==> config.mk <==
export PLATFORM = sky130hd
export DESIGN_NAME = tw_mem_slave
export DESIGN_NICKNAME = d
export VERILOG_FILES = /design/src/rtl/tw_pkg.sv /design/src/rtl/tw_line_sync.sv /design/src/rtl/tw_addr_ptr.sv /design/src/rtl/tw_mem_slave.sv
export SDC_FILE = /design/constraint.sdc
export NUM_CORES = 1
export LEC_CHECK = 0
export ABC_AREA = 1
export BUFFER_PORTS_ARGS = -buffer_cell sky130_fd_sc_hd__clkbuf_2
export CORE_ASPECT_RATIO = 0.6
export CORE_MARGIN = 1.5
export CORE_UTILIZATION = 27
export CTS_CLUSTER_SIZE = 25
export DETAILED_ROUTE_END_ITERATION = 16
export PLACE_DENSITY = 0.46
export REMOVE_ABC_BUFFERS = 1
export SYNTH_ARGS = -nofsm -noshare
export SYNTH_HDL_FRONTEND = slang
export SYNTH_SLANG_ARGS = --single-unit
==> constraint.sdc <==
create_clock -name clk -period 5.5 [get_ports clk]
set_clock_uncertainty 0.1 [all_clocks]
set_input_delay 0.55 -clock clk [delete_from_list [all_inputs] [get_ports clk]]
set_output_delay 0.55 -clock clk [all_outputs]
set_load 0.01 [all_outputs]
==> src/rtl/tw_pkg.sv <==
package tw_pkg;
    localparam int ADDR_W = 17;
    localparam int BYTE_W = 8;

    typedef enum logic [2:0] {
        ST_IDLE,
        ST_RX,
        ST_ACK,
        ST_TX,
        ST_RACK,
        ST_HOLD
    } tw_state_e;

    typedef enum logic [1:0] {
        K_DEV,
        K_AHI,
        K_ALO,
        K_DATA
    } tw_kind_e;
endpackage

==> src/rtl/tw_line_sync.sv <==
module tw_line_sync #(
    parameter int STAGES = 2
) (
    input  logic clk,
    input  logic rst_n,
    input  logic line_i,
    output logic level_o,
    output logic rise_o,
    output logic fall_o
);
    localparam int DEPTH = STAGES + 1;

    logic [DEPTH-1:0] chain_d, chain_q;

    always_comb begin
        chain_d = {chain_q[DEPTH-2:0], line_i};
    end

    always_ff @(posedge clk or negedge rst_n) begin
        if (!rst_n) chain_q <= '1;
        else        chain_q <= chain_d;
    end

    assign level_o = chain_q[STAGES-1];
    assign rise_o  = chain_q[STAGES-1] & ~chain_q[STAGES];
    assign fall_o  = ~chain_q[STAGES-1] & chain_q[STAGES];
endmodule

==> src/rtl/tw_addr_ptr.sv <==
module tw_addr_ptr #(
    parameter int AW     = 17,
    parameter int PAGE_W = 8
) (
    input  logic          clk,
    input  logic          rst_n,
    input  logic          load_i,
    input  logic [AW-1:0] load_val_i,
    input  logic          step_full_i,
    input  logic          step_page_i,
    output logic [AW-1:0] ptr_o
);
    localparam int HI_W = AW - PAGE_W;

    logic [AW-1:0]     ptr_d, ptr_q;
    logic [PAGE_W-1:0] lo_inc;

    always_comb begin
        lo_inc = ptr_q[PAGE_W-1:0] + 1'b1;
        ptr_d  = ptr_q;
        if (load_i)           ptr_d = load_val_i;
        else if (step_full_i) ptr_d = ptr_q + 1'b1;
        else if (step_page_i) ptr_d = {ptr_q[AW-1:AW-HI_W], lo_inc};
    end

    always_ff @(posedge clk or negedge rst_n) begin
        if (!rst_n) ptr_q <= '0;
        else        ptr_q <= ptr_d;
    end

    assign ptr_o = ptr_q;
endmodule

==> src/rtl/tw_mem_slave.sv <==
module tw_mem_slave #(
    parameter int         PAGE_W      = 8,
    parameter int         SYNC_STAGES = 2,
    parameter logic [3:0] DEV_CODE    = 4'b1010
) (
    input  logic                      clk,
    input  logic                      rst_n,
    input  logic                      scl_i,
    input  logic                      sda_i,
    input  logic [1:0]                pin_sel_i,
    input  logic                      busy_i,
    input  logic [tw_pkg::BYTE_W-1:0] mem_rdata_i,
    output logic                      sda_oe_o,
    output logic                      mem_rd_o,
    output logic [tw_pkg::ADDR_W-1:0] mem_addr_o,
    output logic                      wr_en_o,
    output logic [tw_pkg::ADDR_W-1:0] wr_addr_o,
    output logic [tw_pkg::BYTE_W-1:0] wr_data_o,
    output logic                      wr_commit_o
);
    import tw_pkg::*;

    localparam int NLINES = 2;
    localparam int BW     = BYTE_W;
    localparam int AW     = ADDR_W;
    localparam logic [2:0] LAST_BIT = 3'(BW - 1);

    typedef struct packed {
        tw_state_e st;
        tw_kind_e  kind;
        logic [2:0]    bitcnt;
        logic          got;
        logic [BW-1:0] sh;
        logic [BW-1:0] txbuf;
        logic          rw;
        logic          a16;
        logic [BW-1:0] ahi;
        logic          wrote;
        logic          oe;
        logic          rd;
        logic          pend;
        logic          wr;
        logic [AW-1:0] xaddr;
        logic [BW-1:0] wdata;
        logic          commit;
    } tw_regs_t;

    // line synchronizers: index 0 = SCL, index 1 = SDA
    logic [NLINES-1:0] line_raw, line_lvl, line_rise, line_fall;
    assign line_raw = {sda_i, scl_i};

    for (genvar g = 0; g < NLINES; g++) begin : g_sync
        tw_line_sync #(.STAGES(SYNC_STAGES)) u_sync (
            .clk    (clk),
            .rst_n  (rst_n),
            .line_i (line_raw[g]),
            .level_o(line_lvl[g]),
            .rise_o (line_rise[g]),
            .fall_o (line_fall[g])
        );
    end

    logic scl_s, scl_rise, scl_fall, sda_s;
    logic start_evt, stop_evt;
    assign scl_s     = line_lvl[0];
    assign scl_rise  = line_rise[0];
    assign scl_fall  = line_fall[0];
    assign sda_s     = line_lvl[1];
    assign start_evt = line_fall[1] & scl_s;
    assign stop_evt  = line_rise[1] & scl_s;

    tw_regs_t r_d, r_q;

    logic          ptr_load, ptr_full, ptr_page;
    logic [AW-1:0] ptr_val, ptr;

    tw_addr_ptr #(.AW(AW), .PAGE_W(PAGE_W)) u_ptr (
        .clk        (clk),
        .rst_n      (rst_n),
        .load_i     (ptr_load),
        .load_val_i (ptr_val),
        .step_full_i(ptr_full),
        .step_page_i(ptr_page),
        .ptr_o      (ptr)
    );

    logic dev_match;
    assign dev_match = (r_q.sh[7:4] == DEV_CODE) && (r_q.sh[3:2] == pin_sel_i);

    always_comb begin
        r_d        = r_q;
        r_d.rd     = 1'b0;
        r_d.wr     = 1'b0;
        r_d.commit = 1'b0;
        r_d.pend   = r_q.rd;
        ptr_load   = 1'b0;
        ptr_full   = 1'b0;
        ptr_page   = 1'b0;
        ptr_val    = {r_q.a16, r_q.ahi, r_q.sh};

        if (r_q.pend) r_d.txbuf = mem_rdata_i;

        if (stop_evt) begin
            r_d.st     = ST_IDLE;
            r_d.oe     = 1'b0;
            r_d.commit = r_q.wrote;
            r_d.wrote  = 1'b0;
        end else if (start_evt) begin
            r_d.st     = ST_RX;
            r_d.kind   = K_DEV;
            r_d.bitcnt = '0;
            r_d.got    = 1'b0;
            r_d.oe     = 1'b0;
            r_d.wrote  = 1'b0;
        end else begin
            unique case (r_q.st)
                ST_IDLE: begin
                end
                ST_RX: begin
                    if (scl_rise) begin
                        r_d.sh     = {r_q.sh[BW-2:0], sda_s};
                        r_d.bitcnt = r_q.bitcnt + 3'd1;
                        if (r_q.bitcnt == LAST_BIT) r_d.got = 1'b1;
                    end else if (scl_fall && r_q.got) begin
                        r_d.got    = 1'b0;
                        r_d.bitcnt = '0;
                        unique case (r_q.kind)
                            K_DEV: begin
                                if (dev_match && !busy_i) begin
                                    r_d.st  = ST_ACK;
                                    r_d.oe  = 1'b1;
                                    r_d.rw  = r_q.sh[0];
                                    if (r_q.sh[0]) begin
                                        r_d.rd    = 1'b1;
                                        r_d.xaddr = ptr;
                                        ptr_full  = 1'b1;
                                    end else begin
                                        r_d.a16 = r_q.sh[1];
                                    end
                                end else begin
                                    r_d.st = ST_IDLE;
                                end
                            end
                            K_AHI: begin
                                r_d.ahi = r_q.sh;
                                r_d.st  = ST_ACK;
                                r_d.oe  = 1'b1;
                            end
                            K_ALO: begin
                                ptr_load = 1'b1;
                                r_d.st   = ST_ACK;
                                r_d.oe   = 1'b1;
                            end
                            K_DATA: begin
                                r_d.wr    = 1'b1;
                                r_d.xaddr = ptr;
                                r_d.wdata = r_q.sh;
                                r_d.wrote = 1'b1;
                                ptr_page  = 1'b1;
                                r_d.st    = ST_ACK;
                                r_d.oe    = 1'b1;
                            end
                            default: r_d.st = ST_IDLE;
                        endcase
                    end
                end
                ST_ACK: begin
                    if (scl_fall) begin
                        r_d.oe = 1'b0;
                        if (r_q.kind == K_DEV && r_q.rw) begin
                            r_d.st     = ST_TX;
                            r_d.sh     = r_q.txbuf;
                            r_d.oe     = ~r_q.txbuf[BW-1];
                            r_d.bitcnt = '0;
                        end else begin
                            r_d.st = ST_RX;
                            unique case (r_q.kind)
                                K_DEV:   r_d.kind = K_AHI;
                                K_AHI:   r_d.kind = K_ALO;
                                default: r_d.kind = K_DATA;
                            endcase
                        end
                    end
                end
                ST_TX: begin
                    if (scl_fall) begin
                        if (r_q.bitcnt == LAST_BIT) begin
                            r_d.oe  = 1'b0;
                            r_d.st  = ST_RACK;
                            r_d.got = 1'b0;
                        end else begin
                            r_d.sh     = {r_q.sh[BW-2:0], 1'b0};
                            r_d.oe     = ~r_q.sh[BW-2];
                            r_d.bitcnt = r_q.bitcnt + 3'd1;
                        end
                    end
                end
                ST_RACK: begin
                    if (scl_rise) begin
                        if (!sda_s) begin
                            r_d.got   = 1'b1;
                            r_d.rd    = 1'b1;
                            r_d.xaddr = ptr;
                            ptr_full  = 1'b1;
                        end else begin
                            r_d.st = ST_HOLD;
                        end
                    end else if (scl_fall && r_q.got) begin
                        r_d.got    = 1'b0;
                        r_d.st     = ST_TX;
                        r_d.sh     = r_q.txbuf;
                        r_d.oe     = ~r_q.txbuf[BW-1];
                        r_d.bitcnt = '0;
                    end
                end
                ST_HOLD: begin
                end
                default: r_d.st = ST_IDLE;
            endcase
        end
    end

    always_ff @(posedge clk or negedge rst_n) begin
        if (!rst_n) begin
            r_q       <= '0;
            r_q.st    <= ST_IDLE;
            r_q.kind  <= K_DEV;
        end else begin
            r_q <= r_d;
        end
    end

    tw_state_e st_q;
    assign st_q = r_q.st;

    assign sda_oe_o    = r_q.oe;
    assign mem_rd_o    = r_q.rd;
    assign mem_addr_o  = r_q.xaddr;
    assign wr_en_o     = r_q.wr;
    assign wr_addr_o   = r_q.xaddr;
    assign wr_data_o   = r_q.wdata;
    assign wr_commit_o = r_q.commit;
endmodule

# Word level (Yosys, flattened, before mapping)

Cells that the tools add are included.

Add/subtract/negate cells: 3
Mux-type cells: 94
Reduce and logical (&&, ||, !) cells: 33
Eq/ne operators: 49
Bitwise gates (word level): 16

Operators with widths:

| kind                    | number |
|---|---|
| $mux W26                | 4 |
| $mux W17                | 6 |
| $mux W8                 | 9 |
| $pmux W17 S2            | 2 |
| $mux W3                 | 13 |
| $mux W1                 | 38 |
| $ne A4 B4 Y1 const B    | 9 |
| $pmux W8 S4             | 1 |
| $reduce_and A8 Y1       | 4 |
| $ne A3 B3 Y1 const B    | 10 |
| $mux W12                | 2 |
| $ne A2 B2 Y1 const B    | 10 |
| $reduce_and A10 Y1      | 2 |
| $add A17 B1 Y17 const B | 1 |
| $pmux W3 S5             | 1 |
| $mux W2                 | 7 |
| $pmux W3 S4             | 1 |
| $reduce_and A6 Y1       | 2 |
| $reduce_bool A3 Y1      | 4 |
| $ne A5 B4 Y1 const B    | 2 |
| $not A1 Y1              | 10 |
| $eq A3 B3 Y1 const B    | 3 |
| $mux W9                 | 1 |
| $reduce_and A9 Y1       | 1 |
| 32 further kinds        | 52 |

Output and inout bits: 46
Flip-flop bits (word level): 89
Bits of input ports: 15

# Depth between registers and ports, before layout

Gate-level depths: netlist of the first run.

Depth in word-level cells: 12
Mapped depth: 10

# Modules after synthesis

Synthesis of the first run repeated with hierarchy kept, for this count alone.

Cells, all modules: 685
Area, all modules: 5282.6 µm²

By module, submodules not included:

| module       | sequential area each (µm²) | area an instance (µm²) | cells each | times used |
|---|---|---|---|---|
| tw_mem_slave | 1651.6                     | 3848.7                 | 493        | 1 |
| tw_addr_ptr  | 425.4                      | 1246.2                 | 178        | 1 |
| tw_line_sync | 78.8                       | 93.8                   | 7          | 2 |

# Worst setup path before layout of the first run

OpenSTA, ideal clock, no wires.

Path kind: flip-flop to flip-flop
From: reg g_sync[0].u_sync.chain_q[2]
To: reg u_ptr.ptr_q[14], in the netlist u_ptr.ptr_o[14]
Required time: 5276 ps
Path slack: 3784 ps
Path buffers: 1
Arrival time: 1492 ps
Cell stages (with the launch flop): 11
Cells stage by stage: dfstp_2 -> inv_2 -> nor2_4 -> nand2_2 -> nor2_4 -> nand4_1 -> nand2_2 -> nand2_4 -> buf_6 -> nand3_1 -> nand3_1

Word-level cells in the longest chain between the ends: 8
Elaborated cells between the ends (all ways): 17

RTL lines:

| what                                                            | RTL line            | text |
|---|---|---|
| start, declared                                                 | tw_line_sync.sv:13  | `logic [DEPTH-1:0] chain_d, chain_q;` |
| start signal, assigned                                          | tw_line_sync.sv:21  | `else chain_q <= chain_d;` |
| $and A1 B1 Y1                                                   | tw_line_sync.sv:26  | `assign fall_o = ~chain_q[STAGES-1] & chain_q[STAGES];` |
| $logic_and A1 B1 Y1                                             | tw_mem_slave.sv:124 | `end else if (scl_fall && r_q.got) begin` |
| $mux W1                                                         | tw_mem_slave.sv:124 |  |
| $mux W1                                                         | tw_mem_slave.sv:120 | `if (scl_rise) begin` |
| $pmux W1 S2 or $mux W1 (tied branches)                          | tw_mem_slave.sv:116 | `unique case (r_q.st)` |
| $mux W1                                                         | tw_mem_slave.sv:108 | `end else if (start_evt) begin` |
| $mux W1                                                         | tw_mem_slave.sv:103 | `if (stop_evt) begin` |
| $reduce_bool A2 Y1 (no source line) or $mux W17 (tied branches) | n/a                 |  |
| end signal, assigned                                            | tw_addr_ptr.sv:28   | `else ptr_q <= ptr_d;` |
| end, declared                                                   | tw_addr_ptr.sv:15   | `logic [AW-1:0] ptr_d, ptr_q;` |

Several ways; a longest one is shown, not always the timed one.
A chain may end at the register's enable or synchronous reset.

# Worst setup path after layout of the first run

From: reg g_sync[0].u_sync.chain_q[2]
To: reg u_ptr.ptr_q[6], in the netlist u_ptr.ptr_o[6]

Word-level cells in the longest chain between the ends: 9
Elaborated cells between the ends (all ways): 23

RTL lines:

| what                | RTL line            | text |
|---|---|---|
| $and A1 B1 Y1       | tw_line_sync.sv:26  |  |
| $logic_and A1 B1 Y1 | tw_mem_slave.sv:124 |  |
| $mux W1             | tw_mem_slave.sv:124 |  |
| $mux W1             | tw_mem_slave.sv:120 |  |
| $pmux W1 S2         | tw_mem_slave.sv:116 |  |
| $mux W1             | tw_mem_slave.sv:108 |  |
| $mux W1             | tw_mem_slave.sv:103 |  |
| $mux W17            | tw_addr_ptr.sv:22   | `else if (step_full_i) ptr_d = ptr_q + 1'b1;` |
| $mux W17            | tw_addr_ptr.sv:21   | `if (load_i) ptr_d = load_val_i;` |

Several ways; a longest one is shown, not always the timed one. The select of a mux whose other input is x is not followed.

==> results of run 1 <==
## registers in the layout (all words and copies together) (netlist names)
name and flops:
wr_commit_o 1, mem_addr_o 17, r_q 17, wr_en_o 1
st_q 3, mem_rd_o 1, ptr_val 17, wr_data_o 8
sda_oe_o 1, u_ptr.ptr_o 17, g_sync.u_sync.chain_q 6
## worst max-delay path by stage
stage / start / end / slack, ns / cells past startpoint
CTS: g_sync[0].u_sync.chain_q[2] / u_ptr.ptr_o[6] / 2.86 / 7
detailed placement: g_sync[0].u_sync.chain_q[2] / u_ptr.ptr_o[6] / 2.87 / 7
floorplan: pin_sel_i[1] / mem_addr_o[0] / 3.24 / 9
global route: g_sync[0].u_sync.chain_q[2] / u_ptr.ptr_o[4] / 2.64 / 8
global placement: g_sync[1].u_sync.chain_q[1] / mem_addr_o[2] / 2.87 / 9
finish: g_sync[0].u_sync.chain_q[2] / u_ptr.ptr_o[6] / 2.85 / 7
## final cells by class
cell class / instances / area [um2] / area share, %
Inverter: 56 / 211 / 3.94
Clock inverter: 6 / 52.6 / 0.979
Tap cell: 234 / 293 / 5.46
Timing Repair Buffer: 61 / 310 / 5.78
Multi-Input combinational cell: 396 / 2030 / 37.7
Sequential cell: 89 / 2230 / 41.6
Clock buffer: 10 / 239 / 4.45
## cells by family (layout without fill, tap and decap cells)
| kind of cell | Yosys count | after routing | share of synthesized area (%) |
|---|---|---|---|
| AND/OR/NAND/NOR | 284 | 284 | 26.5 |
| buffers and inverters | 114 | 133 | 13.0 |
| AO/OA/AOI/OAI | 98 | 98 | 12.0 |
| flip-flops | 89 | 89 | 45.7 |
| XOR/XNOR | 10 | 10 | 1.79 |
| adder cells (fa/ha/maj) | 3 | 3 | 0.768 |
| multiplexers | 1 | 1 | 0.230 |
## cell usage after synthesis (all sizes together)
| library cell | count | share of area (%) |
|---|---|---|
| nand3b | 3 | 0.46 |
| nor2 | 53 | 5.2 |
| a21o | 1 | 0.15 |
| o22ai | 3 | 0.38 |
| ha | 3 | 0.77 |
| nand3 | 48 | 5.3 |
| o21a | 1 | 0.15 |
| clkbuf | 4 | 0.31 |
| inv | 55 | 4.2 |
| mux2 | 1 | 0.23 |
| a22oi | 1 | 0.15 |
| nand2 | 161 | 13 |
| xnor2 | 2 | 0.36 |
| or2 | 1 | 0.13 |
| nor3 | 2 | 0.20 |
| dfstp | 6 | 3.2 |
| a21oi | 14 | 1.5 |
| nand4 | 16 | 2.5 |
| clkinv | 1 | 0.10 |
| xor2 | 8 | 1.4 |
| buf | 54 | 8.3 |
| dfrtp | 83 | 43 |
| a211oi | 3 | 0.46 |
| o21ai | 75 | 9.2 |
## layout by cell type (no fill, tap or decap), types with 2 or more instances in the layout
cell type and count:
a211oi_1 3, a21oi_1 13, buf_4 2, clkbuf_16 9
clkbuf_2 59, clkinv_2 2, clkinvlp_4 3, dfrtp_1 83
dfstp_2 6, ha_1 3, inv_1 46, inv_2 9
nand2_1 156, nand2_2 4, nand3_1 46, nand3b_1 3
nand4_1 14, nor2_1 41, nor2_2 7, nor2_4 5
nor3_1 2, o21ai_0 46, o21ai_1 9, o21ai_2 19
o22ai_1 3, xnor2_1 2, xor2_1 8
## per-stage QoR
step | cell area (um2) | std cells | power [W] | hold slack, ns
final | 5370 | 852 | 0.00170 | 0.0655
after global routing | 5370 | 852 | 0.00179 | 0.106
after CTS | 5370 | 852 | 0.00172 | 0.0870
after detailed placement | 5070 | 836 | 0.00111 | 0.249
after global placement | 5070 | 836 | 0.00110 | 0.245
after floorplan | 4460 | 541 | 0.000971 | 0.154
## metal layers
metal	global-route usage, %	up-vias	part of all wire (%)
met1	22.1	1830	55
met5	0	-	0
li1	-	1937	-
met2	18.7	108	39
met3	3.44	8	5.8
met4	2.72	0	0.66
## critical path, delay by kind of cell (launching register included)
kind / cells / cell delay [ns]
flops: 1 / 0.58
buf+inv: 1 / 0.59
compound gates: 1 / 0.15
simple gates: 5 / 1.11
## power breakdown
group / total, W / internal (W) / switching [W] / leakage, nW
Sequential: 0.000790 / 0.000724 / 0.0000654 / 1.11
Combinational: 0.000299 / 0.0000998 / 0.000199 / 1.34
Clock: 0.000608 / 0.000324 / 0.000285 / 0.134
==> out/results.ini, run 1 <==
[worst_setup_path]
cp_max_fo=31
rr_worst_depth=7
crit_required_ns=5.64
cp_common_cell=nand2_1
r2r-start=g_sync[0].u_sync.chain_q[2]
start_kind=register
worst_path_max_delay_cell=nand4_2
reg2reg_setup_slack_ns=2.85
timing.rr.end=u_ptr.ptr_o[6]
max_stage_delay_ns=0.66
crit_chain=nand2_1, nor2_2, nand4_2, inv_1, o21ai_0, nand2_1, nand2_1
critical_path_class=reg -> reg
crit_arrival_ns=2.78
end_kind=register

[cts]
ctsResizeCount=0
cts_tree=yes
post_cts_buffers=0
clockBufferDepth=2
htreeDepth=3
cts.clk_slew.worst_paths_ns=0.07
insertion_delay_ns=0.35
hold_buffers=0
cts_buffers=9
cts_num_sinks=89
cts-root-buf=clkbuf_16

[run]
cap_viol_max_count=0

[worst_hold_path]
hold_class=in -> async

[global_routing]
grt_pass1_wl_mm=20.5
grt_antenna_before_repair=0
gr-total-overflow=0
grt_pass1_vias=3717
track_usage_pct=14.0
grt_max_degree=54

[logic_synthesis]
synth_area_um2=4890
yosys_register_bits=89
yosysWarnings=0
synth_cells=599
ys_seq_area_share_pct=45.7
yosys.cell_types.count=38
avgSynthCellArea_um2=8.16

[placed_design]
routabilityCongestion=0.788
dp_slack_ns=2.87
portBuffers=60
dp_hpwl_mm=9.48

[finish]
fillers=1902
drive_above_1_share_pct=22.2
antenna_cells=0
final_util_pct=30.8
nets=631
area_delta_synth_final_pct=9.83

[floorplanning]
die_area_um2=18900
core-area_um2=17400
pin_count=61
rows=37
fp.dieH_um=107
die_w_um=177
initial_core_util_pct=28.1

[timing]
rsz0062_at_grt=false
relSlewSlack_pct=29.4
min_period_ns=2.65
worst_pin_slew_ns=1.05
final.setup.tns_ns=0
report.final.slew_viol_count=0
clock.fmax_ghz=0.378
setup_slack_ns=2.85
timing.final.crit_share_pct=48.1
hold_viol_final=0
setup_viol=0

[detailed_routing]
wl_mm=12.6
firstDrtPassIters=4
drt_iter0_drc=313
routedWlPerCell_um=14.8
ant_nets=0
vias=3883
vias_per_cell=4.56
drc=0

[pwr]
p_leak_nw=2.58
peakVddDrop_uv=158
p_per_area_nw_per_um2=316

[run_status]
status=completed

(Power assumes the default switching activity.)
==> inputs of run 2 (changes only) <==
Settings changed: ABC_AREA 1 to 0.
Clock period 5.5 ns to 2.5 ns, I/O delays scaled along.
==> out/results.ini, run 2 <==
[run_status]
status=completed

[worst_hold_path]
holdPathEnd=r_q[45]
holdCritStartpoint=mem_rdata_i[4]
hold_class=in -> reg
worstHoldPathCells=2

[logic_synthesis]
yosysTopAreaCell=dfrtp_1
yosysWarnings=0
yosys.cell_types.count=62
synth_most_common_cell=dfrtp_1
ys_seq_area_share_pct=43.8
synthXorXnorAreaFrac_pct=0.515
synth_cells=504
yosys.area_share.simple_pct=16.6
synth_adder_area_share_pct=0.736
synth_ff_type=dfrtp_1
synthMuxAreaShare_pct=11.5
synth_compound_area_share_pct=15.5
avgSynthCellArea_um2=10.1
synth_edf_count=0
synth_top_area_share_pct=40.7
synth_area_um2=5100
async_flop_share_pct=100
synth_area_leaders=dfrtp_1, buf_4, mux2_2
synth_top_family_by_area=simple AND/OR/NAND/NOR gates
synthTopCellsByCount=dfrtp_1, nand2_1, buf_4
yosys_register_bits=89

[finish]
drive_above_1_share_pct=30.6
layout_commonest_cell=dfrtp_1
layout.cells.non_filler=795
area_delta_synth_final_pct=15.6
nets=568
antenna_cells=0
fillers=1896
final_cell_mix=dfrtp_1, clkbuf_2, nand2_1, buf_4, mux2_2

[placed_design]
dp_slack_ns=0.191
post-place-cells=776
dp_hpwl_mm=10.6
routabilityCongestion=0.845
portBuffers=60

[worst_setup_path]
timing.rr.end=u_ptr.ptr_o[9]
crit_cells=7
cp_num_buf_inv=2
cp_max_fo=7
crit_chain=nor4b_1, buf_4, and2_1, buf_4, a31o_2, a21oi_1, a221o_1
rr_worst_depth=7
crit_family=compound AO/OA/AOI/OAI gates
start_kind=register
max_stage_delay_ns=0.58
crit_arrival_ns=2.51
reg2reg_setup_slack_ns=0.17
critical_path_class=reg -> reg
crit_required_ns=2.69
cp_common_cell=buf_4
r2r-start=g_sync[0].u_sync.chain_q[1]
worst_path_max_delay_cell=dfstp_2
end_kind=register

[cts]
clockBufferDepth=2
cts_tree=yes
cts-root-buf=clkbuf_16
insertion_delay_ns=0.35
cts_buffers=9
cts_num_sinks=89
cts.clk_slew.worst_paths_ns=0.07
htreeDepth=3

[timing]
hold_viol_final=0
relSlewSlack_pct=57.0
rsz0062_at_grt=false
report.final.slew_viol_count=0
clock.fmax_ghz=0.430
setup_viol=0
timing.final.crit_share_pct=93.0
min_period_ns=2.33
setup_slack_ns=0.175
worst_pin_slew_ns=0.645
final.setup.tns_ns=0

[run]
cap_viol_max_count=0

[pwr]
p_per_area_nw_per_um2=724
peakVddDrop_uv=331
p_leak_nw=2.64

[floorplanning]
fp.dieH_um=109
die_area_um2=19800
initial_core_util_pct=27.9
core-area_um2=18300
die_w_um=180
rows=38
pin_count=61

[global_routing]
gr-total-overflow=0
track_usage_pct=14.9
grt_pass1_wl_mm=22.2
grt_pass1_vias=3743
grt_max_degree=43
grt_antenna_before_repair=0

[detailed_routing]
routedWlPerCell_um=17.8
vias=3975
wl_mm=14.1
ant_nets=0
drc=0
firstDrtPassIters=5
vias_per_cell=5.00
drt_iter0_drc=322

[run 2: cell types whose count changed after synthesis, moves of 10 or more]
cell / before / now
nand2_1: 156 / 45
o21ai_0: 46 / 11
nand3_1: 46 / 15
mux2_2: 1 / 29
mux2i_1: 0 / 25
inv_1: 46 / 22
nor2_1: 41 / 18
o21ai_2: 20 / 0
clkbuf_1: 4 / 17
a211oi_1: 3 / 15
a21oi_1: 13 / 25
nand4_1: 14 / 3
nor2b_1: 0 / 10
[run 2: worst register-to-register path: cells and delay by family (launching register included)]
family	cells	cell delay [ns]
flops	1	0.58
simple gates	2	0.26
buf+inv	2	0.31
compound gates	3	1.02
[run 2: layer usage]
metal  vias to the layer above  wire length (um)  GRT usage (%)
met5                         -                 0              0
met4                         0                89           3.48
met3                         6               663           3.01
met2                       108              5630           20.0
met1                      2008              7730           23.8
li1                       1853                 -              -
[run 2: worst max path at each step]
| stage | from | to | slack, ns |
|---|---|---|---|
| after detailed placement | st_q[1] | u_ptr.ptr_o[3] | 0.19 |
| after floorplan | st_q[0] | u_ptr.ptr_o[1] | -0.02 |
| final | g_sync[0].u_sync.chain_q[1] | u_ptr.ptr_o[9] | 0.17 |
| after global routing | g_sync[0].u_sync.chain_q[1] | u_ptr.ptr_o[8] | 0.07 |
| after CTS | st_q[1] | u_ptr.ptr_o[3] | 0.18 |
| after global placement | g_sync[0].u_sync.chain_q[1] | u_ptr.ptr_o[8] | 0.23 |
[run 2: repair_timing]
action                                 CTS  global route
hold buffers                             3             0
resized for setup                        0             0
buffers inserted                         0             0
endpoints found under the hold margin   41             0
[run 2: where the power goes]
part           switching (W)  internal (W)  total (W)
registers           0.000246       0.00164    0.00189
clock network       0.000604      0.000784    0.00139
logic               0.000563      0.000429   0.000992
[run 2: final cells by class]
cell class | instances | area, um2 | area share (%)
Multi-Input combinational cell | 320 | 2290 | 38.8
Sequential cell | 89 | 2230 | 37.9
Timing Repair Buffer | 108 | 696 | 11.8
Tap cell | 240 | 300 | 5.09
Clock buffer | 11 | 233 | 3.95
Inverter | 22 | 82.6 | 1.40
Clock inverter | 5 | 62.6 | 1.06
[run 2: kinds of logic after synthesis]
kind of cell,Yosys count
and+or+nand+nor,154
AOI/OAI and AO/OA,105
buffers and inverters,95
DFF,89
muxes,55
xor gates and xnor gates,3
adders and majority gates,3
[run 2: per-stage QoR]
| step | util [%] | cell area, um2 | power (W) | hold WS, ns |
|---|---|---|---|---|
| 2_1_floorplan | - | 4600 | 0.00233 | -0.146 |
| 3_3_place_gp | 30.4 | 5570 | 0.00290 | 0.202 |
| 3_5_place_dp | 30.4 | 5570 | 0.00292 | 0.213 |
| 4_1_cts | 32.2 | 5900 | 0.00433 | 0.0255 |
| 5_1_grt | 32.2 | 5900 | 0.00451 | 0.0307 |
| 6_report | 32.2 | 5900 | 0.00427 | 0.0309 |
==> inputs of run 3 (changes only) <==
Settings changed: CORE_UTILIZATION 27 to 50, PLACE_DENSITY 0.46 to 0.73.
==> out/results.ini, run 3 (synthesis results as in run 2) <==
[pwr]
peakVddDrop_uv=477
p_leak_nw=2.58
p_per_area_nw_per_um2=753

[timing]
hold_viol_final=0
relSlewSlack_pct=51.6
setup_viol=0
report.final.slew_viol_count=0
min_period_ns=2.34
timing.final.crit_share_pct=93.6
worst_pin_slew_ns=0.725
final.setup.tns_ns=0
rsz0062_at_grt=false
clock.fmax_ghz=0.427

[placed_design]
dp_hpwl_mm=8.66
portBuffers=60
routabilityCongestion=0.936
dpl_cell_area_um2=5320

[finish]
drive_above_1_share_pct=28.9
antenna_cells=0
nets=552
area_delta_synth_final_pct=10.9
final_area_um2=5660
final_cell_mix=dfrtp_1, clkbuf_2, nand2_1, mux2_2, buf_4
layout_commonest_cell=dfrtp_1

[cts]
cts_tree=yes
cts.clk_slew.worst_paths_ns=0.07
cts_num_sinks=89
post_cts_buffers=0
clockBufferDepth=2
cts-root-buf=clkbuf_16
insertion_delay_ns=0.35
htreeDepth=3
cts_buffers=9

[floorplanning]
pin_count=61
die_w_um=133
initial_core_util_pct=51.6
rows=28
die_area_um2=10800
fp.dieH_um=81.2
core-area_um2=9880

[worst_setup_path]
reg2reg_setup_slack_ns=0.16
start_kind=register
critical_path_class=reg -> reg
crit_required_ns=2.69
cp_max_fo=13
crit_arrival_ns=2.53
end_kind=register

[global_routing]
grt_antenna_before_repair=0
grt_pass1_wl_mm=19.1
gr-total-overflow=0
grt_pass1_vias=3596
track_usage_pct=23.1
grt_max_degree=59

[detailed_routing]
firstDrtPassIters=6
routedWlPerCell_um=17.7
vias=3907
ant_nets=0
drt_iter0_drc=337
vias_per_cell=5.80
drc=0
wl_mm=11.9

[run_status]
status=completed

[run]
cap_viol_max_count=0

[worst_hold_path]
hold_class=in -> reg

run 3: per-layer routing:
layer	wire length (um)	GRT usage [%]	vias up	share of wire, %
met5	0	0	-	0
met2	4790	31.5	150	40
met1	6110	35.6	1921	51
li1	-	-	1827	-
met3	972	7.49	9	8.1
met4	75	3.80	0	0.63
run 3: timing repair:
action / in CTS / in global routing
hold buffers: 3 / 0
resized for setup: 0 / 0
endpoints found under the hold margin: 31 / 0
run 3: final cells by class:
class | instances | area, um2
clock buffers | 9 | 225
inverters | 22 | 82.6
fillers | 891 | 4220
multi-input cells | 320 | 2290
flip-flops and latches | 89 | 2230
clock inverters | 7 | 83.8
repair buffers | 92 | 576
well taps | 135 | 169
run 3: critical path: stages (launching register included):
cell and delay [ns]:
dfstp_2 0.67, nor4b_1 0.12, and2_1 0.23, a31o_2 0.30, a21oi_1 0.60, a221o_1 0.26
run 3: worst paths after layout:
path	from	endpoint	cells after the start
worst max-delay path	g_sync[0].u_sync.chain_q[1]	u_ptr.ptr_o[9]	5
worst min-delay path	mem_rdata_i[5]	r_q[46]	2
worst max register to register	g_sync[0].u_sync.chain_q[1]	u_ptr.ptr_o[9]	5
worst min register to register	g_sync[1].u_sync.chain_q[0]	g_sync[1].u_sync.chain_q[1]	0
max in group asynchronous	rst_n	g_sync[0].u_sync.chain_q[0]	3
min in group asynchronous	rst_n	r_q[60]	2
run 3: metrics by stage:
stage / power, W / setup WS (ns) / cells / hold WS, ns / utilization (%)
floorplan: 0.00233 / -0.0183 / 431 / -0.146 / -
global placement: 0.00284 / 0.225 / 655 / 0.120 / 53.8
detailed placement: 0.00286 / 0.218 / 655 / 0.128 / 53.8
CTS: 0.00428 / 0.203 / 674 / 0.0258 / 57.3
global route: 0.00446 / 0.0365 / 674 / 0.0252 / 57.3
finish: 0.00426 / 0.161 / 674 / 0.0289 / 57.3
run 3: power by group:
group	switching, W	internal (W)	total (W)
Sequential	0.000216	0.00164	0.00186
Clock	0.000621	0.000798	0.00142
Combinational	0.000563	0.000424	0.000987
Total	0.00140	0.00286	0.00426
